==> config.mk <==
export PLATFORM = sky130hd
export DESIGN_NAME = key_write_guard
export DESIGN_NICKNAME = d
export VERILOG_FILES = /design/src/rtl/kwg_pkg.sv /design/src/rtl/kwg_ctrl.sv /design/src/rtl/kwg_datapath.sv /design/src/rtl/key_write_guard.sv
export SDC_FILE = /design/constraint.sdc
export NUM_CORES = 1
export LEC_CHECK = 0
export ABC_AREA = 1
export CORE_MARGIN = 8
export CORE_UTILIZATION = 33
export DETAILED_ROUTE_END_ITERATION = 7
export PLACE_DENSITY_LB_ADDON = 0.12
export SKIP_CTS_REPAIR_TIMING = 1
export SLEW_MARGIN = 10
export SYNTH_ARGS = -nofsm -noshare
export SYNTH_HDL_FRONTEND = slang
export SYNTH_SLANG_ARGS = --single-unit
==> constraint.sdc <==
create_clock -name clk -period 1.7 [get_ports clk]
set_input_delay 0.17 -clock clk [delete_from_list [all_inputs] [get_ports clk]]
set_output_delay 0.17 -clock clk [all_outputs]
set_load 0.02 [all_outputs]
==> src/rtl/kwg_pkg.sv <==
package kwg_pkg;
  localparam logic [31:0] UNLOCK_KEY = 32'hF123F456;

  typedef enum logic [1:0] {
    SEL_KEY  = 2'd0,
    SEL_CFG  = 2'd1,
    SEL_STAT = 2'd2,
    SEL_CMD  = 2'd3
  } regSel_e;

  typedef struct packed {
    logic cfgLoad;
    logic errSet;
    logic errClr;
  } kwgStrb_t;
endpackage

==> src/rtl/kwg_ctrl.sv <==
module kwg_ctrl
  import kwg_pkg::*;
#(
  parameter int ADDR_W = 8
) (
  input  logic              clk,
  input  logic              rstN,
  input  logic              wrEn,
  input  logic [ADDR_W-1:0] wrAddr,
  input  logic [31:0]       wrData,
  input  logic              cmdStart,
  output logic              unlockQ,
  output logic              flashWe,
  output logic              cmdWe,
  output kwgStrb_t          strb
);
  localparam int MID_W = ADDR_W - 2;

  logic isFlash, isReg;
  logic hitKey, hitCfg, hitStat, hitCmd;
  logic protHit, unlockNext;

  always_comb begin
    isFlash = wrAddr[ADDR_W-1];
    isReg   = (wrAddr[ADDR_W-1:2] == MID_W'(0));
    hitKey  = wrEn && isReg && (wrAddr[1:0] == SEL_KEY);
    hitCfg  = wrEn && isReg && (wrAddr[1:0] == SEL_CFG);
    hitStat = wrEn && isReg && (wrAddr[1:0] == SEL_STAT);
    hitCmd  = wrEn && isReg && (wrAddr[1:0] == SEL_CMD);
    protHit = (wrEn && isFlash) || hitCfg || hitCmd;
  end

  // Clear sources take priority over a matching key write.
  always_comb begin
    unlockNext = unlockQ;
    if (cmdStart)    unlockNext = 1'b0;
    else if (hitKey) unlockNext = (wrData == UNLOCK_KEY);
  end

  always_ff @(posedge clk or negedge rstN) begin
    if (!rstN) unlockQ <= 1'b0;
    else       unlockQ <= unlockNext;
  end

  always_comb begin
    flashWe      = wrEn && isFlash && unlockQ;
    cmdWe        = hitCmd && unlockQ;
    strb.cfgLoad = hitCfg && unlockQ;
    strb.errSet  = protHit && !unlockQ;
    strb.errClr  = hitStat && wrData[1];
  end
endmodule

==> src/rtl/kwg_datapath.sv <==
module kwg_datapath
  import kwg_pkg::*;
#(
  parameter int             ADDR_W  = 8,
  parameter int             CFG_W   = 8,
  parameter logic [CFG_W-1:0] CFG_RST = CFG_W'(1)
) (
  input  logic              clk,
  input  logic              rstN,
  input  kwgStrb_t          strb,
  input  logic [31:0]       wrData,
  input  logic              unlockQ,
  input  logic [ADDR_W-1:0] rdAddr,
  output logic [CFG_W-1:0]  cfgQ,
  output logic              errQ,
  output logic [31:0]       rdData
);
  localparam int MID_W = ADDR_W - 2;
  localparam int PAD_W = 32 - CFG_W;

  always_ff @(posedge clk or negedge rstN) begin
    if (!rstN) begin
      cfgQ <= CFG_RST;
      errQ <= 1'b0;
    end else begin
      if (strb.cfgLoad) cfgQ <= wrData[CFG_W-1:0];
      if (strb.errSet)      errQ <= 1'b1;
      else if (strb.errClr) errQ <= 1'b0;
    end
  end

  always_comb begin
    rdData = 32'd0;
    if (rdAddr[ADDR_W-1:2] == MID_W'(0)) begin
      case (rdAddr[1:0])
        SEL_CFG:  rdData = {{PAD_W{1'b0}}, cfgQ};
        SEL_STAT: rdData = {30'd0, errQ, unlockQ};
        default:  rdData = 32'd0;
      endcase
    end
  end
endmodule

==> src/rtl/key_write_guard.sv <==
module key_write_guard
  import kwg_pkg::*;
#(
  parameter int             ADDR_W  = 8,
  parameter int             CFG_W   = 8,
  parameter logic [CFG_W-1:0] CFG_RST = CFG_W'(1)
) (
  input  logic              clk,
  input  logic              rstN,
  input  logic              wrEn,
  input  logic [ADDR_W-1:0] wrAddr,
  input  logic [31:0]       wrData,
  input  logic              cmdStart,
  input  logic [ADDR_W-1:0] rdAddr,
  output logic [31:0]       rdData,
  output logic [CFG_W-1:0]  cfgOut,
  output logic              dbgEn,
  output logic              flashWrEn,
  output logic              cmdWrEn,
  output logic              unlocked,
  output logic              accErr
);
  kwgStrb_t strb;

  kwg_ctrl #(.ADDR_W(ADDR_W)) u_ctrl (
    .clk(clk), .rstN(rstN), .wrEn(wrEn), .wrAddr(wrAddr), .wrData(wrData),
    .cmdStart(cmdStart), .unlockQ(unlocked), .flashWe(flashWrEn),
    .cmdWe(cmdWrEn), .strb(strb)
  );

  kwg_datapath #(.ADDR_W(ADDR_W), .CFG_W(CFG_W), .CFG_RST(CFG_RST)) u_dp (
    .clk(clk), .rstN(rstN), .strb(strb), .wrData(wrData), .unlockQ(unlocked),
    .rdAddr(rdAddr), .cfgQ(cfgOut), .errQ(accErr), .rdData(rdData)
  );

  assign dbgEn = cfgOut[0];
endmodule

==> impl_metrics.yaml, run 1 <==
synth:
  async_flop_share_pct: 100
  synthesis.yosys.warnings: 0
  netlist_area_before_placement_um2: 1020
  yosys_most_used_dff: "sky130_fd_sc_hd__dfrtp_1"
  synthesis.instances: 155
  yosys_register_bits: 10
  synth_enable_flop_cells: 0
  synth.distinct_cells: 23
  synth_seq_area_share_pct: 24.6
  avgSynthCellArea_um2: 6.59
floorplan:
  chipHeight_um: 71.6
  boundaryPins: 97
  core_um2: 3000
  design.die.area_um2: 5130
  start_util_pct: 34.0
  die_width_um: 71.6
  fp-row-count: 20
layout:
  post-route-cell-area_um2: 1770
  util_after_layout_pct: 58.8
  final_nets: 292
  finalNonFillerCells: 270
  areaGrowthSynthToFinish_pct: 73.0
  layout-drive-gt1-share_pct: 11.0
  number_of_diodes_added_for_antenna_fixing: 0
cts:
  tritoncts: "done"
  clock_tree.buffer_depth: 2
  worst_skew_pair.late_latency_ps: 260
  cts.reportedPaths.clkPinSlew_ps: 70
  htree_levels: 1
  count_of_clock_tree_sinks: 10
  numCtsBuffers: 3
  clk_root_buffer_cell: "sky130_fd_sc_hd__clkbuf_4"
sta:
  setup_viol_count_final: 0
  final-max-slew-violation-count: 0
  rsz0062_at_grt: "false"
  timing.fmax_ghz: 0.610
  final.hold.worst_slack_ps: 205
  count_of_endpoints_failing_hold_in_the_final_timing_report: 0
  finClkSkew_ps: 8.17
  crit_path_time_final_ps: 1640
  fin_crit_sh_pct: 96.5
  setup_slack_ps: 59.8
placement:
  placed_cells: 266
  placedInstanceArea_um2: 1730
  detailedPlacementHpwl_um: 2910
  dp_worst_setup_slack_ps: -347
  globalplace.congestion: 0.842
  port_buffers: 72
pwr:
  power_per_cell_area_nw_per_um2: 362
  vdd.ir_drop.worst_mv: 0.136
  power.leakage_nw: 0.989
  p_sw_mw: 0.184
  power.sequential.fraction_pct: 37.3
  share_of_power_burned_in_combinational_logic_pct: 36.1
  share_clk_of_total_power_pct: 26.7
  net_switching_fraction_of_the_power_pct: 28.8
  p_int_mw: 0.455
critical_path:
  crit_start: "rdAddr[0]"
  worst_r2r_startpoint: "u_ctrl.unlockQ"
  worst_setup_path_start_kind: "input pin"
  critPathCaptureType: "primary output"
  timing_worst_setup_path_type: "input pin to primary output"
  crit_arrival_ps: 1470
  worstPathRequired_ps: 1530
  critical_path_peak_fanout: 2
detailed_routing:
  dr_total_vias: 1149
  wl_um: 3210
  m1WireLength_um: 1210
  wl_met2_um: 1590
  detailroute.wirelength.met3_um: 377
  remaining_routing_drc_violations: 0
  ant_nets: 0
  post_drt_wl_per_cell_um: 11.9
  drt_first_iter_violations: 25
  routed_via_density: 4.26
  drt-pass1-iter-count: 4
  top_layer: "met4"
global_route:
  first_global_vias: 1164
  grt_first_pass_wirelength_um: 5050
  grt_antenna_before_repair: 0
  grtUsageTotal_pct: 11.8
  pin_count_of_the_biggest_net_entering_global_routing: 11
  grt_overflow: 0
outcome:
  outcome: "completed"
flow_run:
  drv.max_cap_violation_count: 0
hold_path:
  hold_path_class: "input pin to async pin"
-- metal layers --
metal / vias to the layer above / global-route usage, %
met1: 489 / 11.2
met4: 0 / 4.08
met5: - / 0
met2: 64 / 21.9
met3: 2 / 5.02
li1: 594 / -
-- Yosys cell counts (2+ instances only) --
master	n	area (um^2)
sky130_fd_sc_hd__nand4_1	9	56.3
sky130_fd_sc_hd__dfrtp_1	9	225
sky130_fd_sc_hd__nand2_1	44	165
sky130_fd_sc_hd__nor3_2	2	20.0
sky130_fd_sc_hd__inv_2	2	7.51
sky130_fd_sc_hd__buf_4	25	188
sky130_fd_sc_hd__nand3_1	7	35.0
sky130_fd_sc_hd__ha_1	2	25.0
sky130_fd_sc_hd__nor2_1	23	86.3
sky130_fd_sc_hd__a211oi_1	2	15.0
sky130_fd_sc_hd__inv_1	18	67.6
-- worst max-delay path, cell delays in order --
cell and delay, ps:
sky130_fd_sc_hd__clkdlybuf4s50_1 480, sky130_fd_sc_hd__inv_1 50, sky130_fd_sc_hd__ha_1 300, sky130_fd_sc_hd__a211oi_1 210, sky130_fd_sc_hd__dlymetal6s2s_1 260
-- power by group through the flow --
stage	clock network (mW)	registers [mW]	logic, mW
floorplan	0	0.243	0.126
global placement	0	0.243	0.226
detailed placement	0	0.243	0.230
CTS	0.168	0.238	0.231
global route	0.181	0.238	0.250
finish	0.170	0.238	0.231
-- worst paths after layout --
path | endpoint | slack [ps] | cells past startpoint
worst min-delay path | u_dp.cfgQ[4] | 200 | 1
worst max register to register | u_dp.cfgQ[1] | 660 | 4
min in group clk | u_dp.cfgQ[0] | 480 | 2
worst min register to register | u_dp.cfgQ[0] | 480 | 2
max in group asynchronous | u_dp.cfgQ[0] | 1160 | 1
worst max-delay path | rdData[1] | 60 | 5
-- stage by stage --
stage                     TNS (ps)  power (mW)
final                            0       0.639
after global routing             0       0.669
after CTS                    -2500       0.637
after detailed placement     -2460       0.473
after global placement       -2170       0.468
after floorplan                  0       0.369
-- sequential cells by signal, indices dropped and copies added, names as in the netlist --
| register | flops |
|---|---|
| u_ctrl.unlockQ | 1 |
| u_dp.cfgQ | 8 |
| u_dp.errQ | 1 |
-- cells in the final DEF, fill, tap and decap left out, drive strengths merged, types with 6 or more instances in the layout --
master,n
nor2,25
buf,10
inv,20
dlymetal6s2s,8
clkdlybuf4s50,62
nand4,9
dfrtp,9
nand3,8
clkbuf,6
nand2,46
conb,24
-- kinds of logic (layout without fill, tap and decap cells) --
logic type,after synthesis,in the layout,share of synthesized area [%]
compound gates,2,2,1.47
flops,10,10,24.6
other cells,1,24,0.367
simple gates,93,93,42.8
buf+inv,47,106,28.3
fa+ha+maj,2,2,2.45
-- layout make-up --
cell class                      count  area (um^2)
Timing Repair Buffer               82          806
Tap cell                           33         41.3
Fill cell                         315         1240
Inverter                           20         75.1
Sequential cell                    10          251
Clock buffer                        4         26.3
Multi-Input combinational cell    121          567
(Power assumes the default switching activity.)
==> inputs of run 2 (changes only) <==
- CAP_MARGIN: default -> 20
==> results of run 2 <==
Same layout as run 1: the final DEF is identical, and so are final timing and power.
